### src/rtl/crtimer.sv
module crtimer #(
  parameter int W = 16
) (
  input  logic         clk,
  input  logic         rst_n,
  input  logic         tick,
  input  logic         ext_pin,
  input  logic         wr_en,
  input  logic [1:0]   wr_sel,
  input  logic [W-1:0] wr_data,
  input  logic [1:0]   rd_sel,
  output logic [W-1:0] rd_data,
  output logic         pwm_o,
  output logic         clk_o,
  output logic         irq_o
);
  localparam int B_CAP = 0;
  localparam int B_RUN = 2;
  localparam int B_UD  = 4;
  localparam int B_CKO = 5;
  localparam int B_FLG = 7;
  localparam int B_PM  = 11;
  localparam logic [W-1:0] TOP = '1;

  logic [W-1:0] cnt, rld, cmp;
  logic         cap_m, run, ud_en, cko_en, flag;
  logic [1:0]   pm;
  logic         ext_q, pwm_q, clk_q;

  wire wr_ctl = wr_en && wr_sel == 2'd0;
  wire wr_cnt = wr_en && wr_sel == 2'd1;
  wire wr_rld = wr_en && wr_sel == 2'd2;
  wire wr_cmp = wr_en && wr_sel == 2'd3;

  wire adv     = run & tick;
  wire ud      = ud_en & ~cap_m;
  wire up      = ~ud | ext_pin;
  wire at_top  = cnt == TOP;
  wire wrap_ev = adv & cap_m & at_top;
  wire rld_ev  = adv & ~cap_m & (up ? at_top : (cnt == rld));
  wire any_ev  = wrap_ev | rld_ev;
  wire match   = adv & (cnt == cmp);
  wire cap_ev  = cap_m & run & ext_pin & ~ext_q;

  always_ff @(posedge clk) begin
    if (!rst_n) cnt <= '0;
    else if (wr_cnt) cnt <= wr_data;
    else if (rld_ev) cnt <= up ? rld : TOP;
    else if (adv) cnt <= up ? cnt + 1'b1 : cnt - 1'b1;
  end

  always_ff @(posedge clk) begin
    if (!rst_n) rld <= '0;
    else if (wr_rld) rld <= wr_data;
    else if (cap_ev) rld <= cnt;
  end

  always_ff @(posedge clk) begin
    if (!rst_n) cmp <= '0;
    else if (wr_cmp) cmp <= wr_data;
  end

  always_ff @(posedge clk) begin
    if (!rst_n) begin
      cap_m <= 1'b0; run <= 1'b0; ud_en <= 1'b0; cko_en <= 1'b0; pm <= 2'b00;
    end else if (wr_ctl) begin
      cap_m  <= wr_data[B_CAP];
      run    <= wr_data[B_RUN];
      ud_en  <= wr_data[B_UD];
      cko_en <= wr_data[B_CKO];
      pm     <= wr_data[B_PM+1:B_PM];
    end
  end

  always_ff @(posedge clk) begin
    if (!rst_n) flag <= 1'b0;
    else if (any_ev) flag <= 1'b1;
    else if (wr_ctl && !wr_data[B_FLG]) flag <= 1'b0;
  end

  always_ff @(posedge clk) begin
    if (!rst_n) ext_q <= 1'b0;
    else ext_q <= ext_pin;
  end

  always_ff @(posedge clk) begin
    if (!rst_n) pwm_q <= 1'b0;
    else begin
      unique case (pm)
        2'b00: pwm_q <= 1'b0;
        2'b01: if (any_ev) pwm_q <= 1'b0; else if (match) pwm_q <= 1'b1;
        2'b10: if (any_ev) pwm_q <= 1'b1; else if (match) pwm_q <= 1'b0;
        default: if (match) pwm_q <= ~pwm_q;
      endcase
    end
  end

  always_ff @(posedge clk) begin
    if (!rst_n || !cko_en) clk_q <= 1'b0;
    else if (any_ev) clk_q <= ~clk_q;
  end

  logic [W-1:0] ctl_rd;
  always_comb begin
    ctl_rd = '0;
    ctl_rd[B_CAP] = cap_m;
    ctl_rd[B_RUN] = run;
    ctl_rd[B_UD]  = ud_en;
    ctl_rd[B_CKO] = cko_en;
    ctl_rd[B_FLG] = flag;
    ctl_rd[B_PM+1:B_PM] = pm;
  end

  always_comb begin
    unique case (rd_sel)
      2'd0: rd_data = ctl_rd;
      2'd1: rd_data = cnt;
      2'd2: rd_data = rld;
      default: rd_data = cmp;
    endcase
  end

  assign pwm_o = pwm_q;
  assign clk_o = clk_q;
  assign irq_o = flag;

  a_r3_hold: assert property (@(posedge clk) disable iff (!rst_n)
    (!(run && tick) && !wr_cnt) |=> cnt == $past(cnt));

  a_r4_up_reload: assert property (@(posedge clk) disable iff (!rst_n)
    (adv && !cap_m && !ud_en && at_top && !wr_cnt) |=> (cnt == $past(rld)) && irq_o);

  a_r5_down_reload: assert property (@(posedge clk) disable iff (!rst_n)
    (adv && !cap_m && ud_en && !ext_pin && cnt == rld && !wr_cnt) |=> cnt == TOP);

  a_r6_capture: assert property (@(posedge clk) disable iff (!rst_n)
    (cap_m && run && ext_pin && !ext_q && !wr_rld) |=> rld == $past(cnt));

  a_r7_flag_sticky: assert property (@(posedge clk) disable iff (!rst_n)
    (irq_o && !(wr_ctl && !wr_data[B_FLG])) |=> irq_o);

  a_r8_reload_wins: assert property (@(posedge clk) disable iff (!rst_n)
    (pm == 2'b01 && rld_ev) |=> !pwm_o);

  a_r10_clk_idle: assert property (@(posedge clk) disable iff (!rst_n)
    (!cko_en && !wr_ctl) |=> !clk_o);
endmodule

### config.mk
export PLATFORM = sky130hd
export DESIGN_NAME = crtimer
export DESIGN_NICKNAME = d
export VERILOG_FILES = /design/src/rtl/crtimer.sv
export SDC_FILE = /design/constraint.sdc
export NUM_CORES = 1
export LEC_CHECK = 0
export BUFFER_PORTS_ARGS = -buffer_cell sky130_fd_sc_hd__buf_2
export CORE_ASPECT_RATIO = 0.9
export CORE_MARGIN = 2
export CORE_UTILIZATION = 54
export CTS_BUF_LIST = sky130_fd_sc_hd__clkbuf_16
export DETAILED_ROUTE_END_ITERATION = 8
export PLACE_DENSITY = 0.77
export REMOVE_ABC_BUFFERS = 1
export SLEW_MARGIN = 30
export SYNTH_ARGS = -nofsm -noshare
export SYNTH_HDL_FRONTEND = slang
export SYNTH_SLANG_ARGS = --single-unit
### constraint.sdc
create_clock -name clk -period 3.5 [get_ports clk]
set_input_delay 0.7 -clock clk [delete_from_list [all_inputs] [get_ports clk]]
set_output_delay 0.7 -clock clk [all_outputs]
set_load 0.05 [all_outputs]
==> metrics.csv <==
stage,metric,value,unit
finish,stdcell_count,609,
clock_network,clk_pin_slew,0.05,ns
clock_network,cts.path.max_buffers,2,
power_and_ir_drop,internal-power,1260,uW
synth,yosys.area_share.simple,22.3,%
synth,synth_compound_area_share,19.7,%
grt,antenna_found_initial,0,
finish,final_cell_mix,"58 x dfxtp_1, 48 x nand2_1, 43 x buf_2, 38 x nor2_1, 33 x a21oi_1",
detailed_routing,wl_per_cell,20.7,um
detailed_routing,first_iter_violations,376,
clock_network,cts-root-buf,clkbuf_16,
clock_network,cts.sinks,58,
timing,fmax,346,MHz
timing,setup_viol,0,
hold_path,hold_path_end,cmp[6],
timing,rsz0062_at_grt,no,
power_and_ir_drop,peakVddDrop,236,uV
place,place.gp.congestion,0.991,
setup_path,cp_max_fo,8,
clock_network,cts_buffers,9,
timing,fin_tns_setup,0,ns
clock_network,postCtsResizedCells,0,
synth,ys.flop_type,dfxtp_1,
setup_path,arrival,3.10,ns
timing,slew_viol_final,0,
setup_path,r2r_cells,8,
synth,syn_inst,498,
clock_network,postCtsSetupBuffers,0,
finish,fin_util,62.8,%
grt,grt_usage,32.9,%
timing,post-route-min-period,2.89,ns
setup_path,crit_family,simple AND/OR/NAND/NOR gates,
synth,muxShareOfSynthArea,12.5,%
setup_path,rrSetupSlack,0.67,ns
place,dp.cells,594,
place,dp.final_hpwl,8.67,mm
setup_path,r2r_end,cnt[14],
grt,globalRoute.busiestLayer,met2,
clock_network,insertion_delay,0.33,ns
hold_path,min_path_type,flop to flop,
detailed_routing,first_pass_iters,5,
setup_path,slowest_stage,or3b_2,
setup_path,crit_buf_inv,1,
place,io_buffers,43,
synth,yosysWarnings,0,
timing,slew_headroom,41.5,%
clock_network,cts_tree,yes,
synth,avgSynthCellArea,8.04,um2
grt,grt.overflow.total,0,
power_and_ir_drop,p_seq_share,41.6,%
power_and_ir_drop,powerDensity,397,nW/um2
synth,synth_fa_ha_area_share,0.313,%
finish,antenna_cells,0,
synth,async_reset_ff_share,0,%
grt,grt_max_degree,27,
synth,ys_seq_elements,58,
synth,synth_top_family_by_area,simple AND/OR/NAND/NOR gates,
setup_path,critPathLaunchType,primary input,
timing,period_share,82.5,%
floorplan,die_w,94.8,um
synth,synth_edf_count,0,
finish,syn_to_final_growth,11.5,%
grt,globalRouteMet2Util,50.4,%
grt,met1_usage,46.1,%
floorplan,row_count,29,
floorplan,ios,44,
setup_path,crit_chain,"buf_2, or3b_2, xnor2_1, ha_1, nor4_1, a32oi_1, xnor2_1, or4_1, a32o_1",
timing,finClkSkew,0.00564,ns
floorplan,start_util,56.3,%
setup_path,critPathKind,primary input to flop,
detailed_routing,drtAntennaViolNets,0,
timing,finalHoldViolCount,0,
synth,syn_area,4000,um2
setup_path,r2r_start,ud_en,
floorplan,die_area,8120,um2
detailed_routing,vias_per_cell,6.61,
finish,final_common_cell,dfxtp_1,
power_and_ir_drop,combPwrFrac,15.7,%
run,max_cap_viol_count,0,
detailed_routing,drc,0,
detailed_routing,vias,4026,
setup_path,critPathMaxStageDelay,0.47,ns
power_and_ir_drop,power.leakage,0.00190,uW
clock_network,h-tree-depth,3,
timing,tightestPinTransition,0.875,ns
grt,gr-usage-met3,6.94,%
synth,ys_seq_area_share,29.0,%
grt,grt_pass1_wl,20.5,mm
detailed_routing,drt_wl_total,12.6,mm
synth,synth_cell_type_count,55,
hold_path,hold_depth,2,
setup_path,required,3.71,ns
place,pre_cts_ws,0.317,ns
setup_path,cp-end-kind,flop,
finish,fin_nets,538,
status,run_status,"complete, no violations",
power_and_ir_drop,switching_share,29.1,%
floorplan,die_y,85.7,um
clock_network,cts.hold.buffers_added,0,
hold_path,hp-start,cmp[6],
setup_path,worstSetupStartpoint,ext_pin,
setup_path,crit_path_frequent_cell,xnor2_1,
grt,grt_pass1_vias,3857,
finish,drive_above_1_share,17.6,%
power_and_ir_drop,netSwitchingPower,515,uW
floorplan,core,7110,um2
power_and_ir_drop,clkPwrFrac,42.8,%
synth,synth_xor_area_share,10.1,%
timing,setup_ws,0.611,ns
power groups by stage:
stage                     Combinational, uW  Clock, uW  Sequential [uW]
after floorplan                         180          0              734
after global placement                  269          0              746
after detailed placement                273          0              748
after CTS                               274        765              735
after global routing                    302        796              740
final                                   277        758              737
cells by family after synthesis:
kind of cell               Yosys count
and+or+nand+nor                    174
muxes                               40
adders and majority gates            1
buffers and inverters               60
AOI/OAI and AO/OA                  119
xor gates and xnor gates            46
DFF                                 58
worst max path at each step:
stage / endpoint / slack [ns] / depth (start not counted)
6_report: cnt[14] / 0.61 / 9
5_1_grt: cnt[14] / 0.46 / 9
4_1_cts: cnt[14] / 0.64 / 9
3_5_place_dp: cnt[14] / 0.32 / 9
3_3_place_gp: cnt[14] / 0.37 / 9
2_1_floorplan: cnt[14] / 0.36 / 8
cells in the mapped netlist, types with 3 or more instances:
cell / number / area [um2]
o21a_1: 5 / 37.5
dfxtp_1: 58 / 1160
o21ai_0: 22 / 110
nor3_1: 13 / 65.1
xor2_1: 29 / 254
o31ai_1: 4 / 30.0
nand2_1: 48 / 180
a31oi_1: 6 / 37.5
a22o_1: 10 / 87.6
o311ai_0: 3 / 26.3
nor3b_1: 4 / 30.0
mux2i_1: 22 / 220
a211oi_1: 16 / 120
nand3_1: 18 / 90.1
nor4_1: 13 / 81.3
buf_1: 6 / 22.5
buf_2: 13 / 65.1
mux2_2: 11 / 124
nor2_1: 38 / 143
clkbuf_1: 32 / 120
and3_1: 8 / 50.1
o211ai_1: 3 / 22.5
nand4b_1: 5 / 43.8
or4_1: 4 / 30.0
or3_1: 3 / 18.8
mux4_2: 7 / 158
a21oi_1: 33 / 165
inv_1: 7 / 26.3
nand4_1: 7 / 43.8
xnor2_1: 17 / 149
nand3b_1: 3 / 22.5
layer usage:
metal / vias up / wire, um / share of wire (%)
met1: 1936 / 5380 / 43
met3: 20 / 1220 / 9.7
met2: 216 / 5770 / 46
li1: 1854 / - / -
met5: - / 0 / 0
met4: 0 / 222 / 1.8
final cells by class:
class | count | area (um2)
Clock buffer | 9 | 225
Clock inverter | 6 | 26.3
Fill cell | 644 | 2650
Inverter | 7 | 26.3
Multi-Input combinational cell | 380 | 2600
Sequential cell | 58 | 1160
Tap cell | 93 | 116
Timing Repair Buffer | 56 | 313
sequential cells by signal, summed over array words and instances, names as in the netlist:
signal / flops
cko_en: 1
pwm_o: 1
clk_o: 1
ud_en: 1
run: 1
cnt: 16
ext_q: 1
cmp: 16
cap_m: 1
rld: 16
irq_o: 1
pm: 2
worst min-delay path: stages, from the launching register on:
cell and delay [ns]:
dfxtp_1 0.32, nand2_1 0.06, a21oi_1 0.05
through the flow:
stage | cell area [um2] | hold WS (ns) | total power, uW
after CTS | 4460 | 0.489 | 1770
after global routing | 4460 | 0.511 | 1840
after global placement | 4210 | 0.469 | 1010
after detailed placement | 4210 | 0.483 | 1020
final | 4460 | 0.485 | 1770
after floorplan | 3780 | 0.457 | 914
Power figures use the tool's default switching activity.
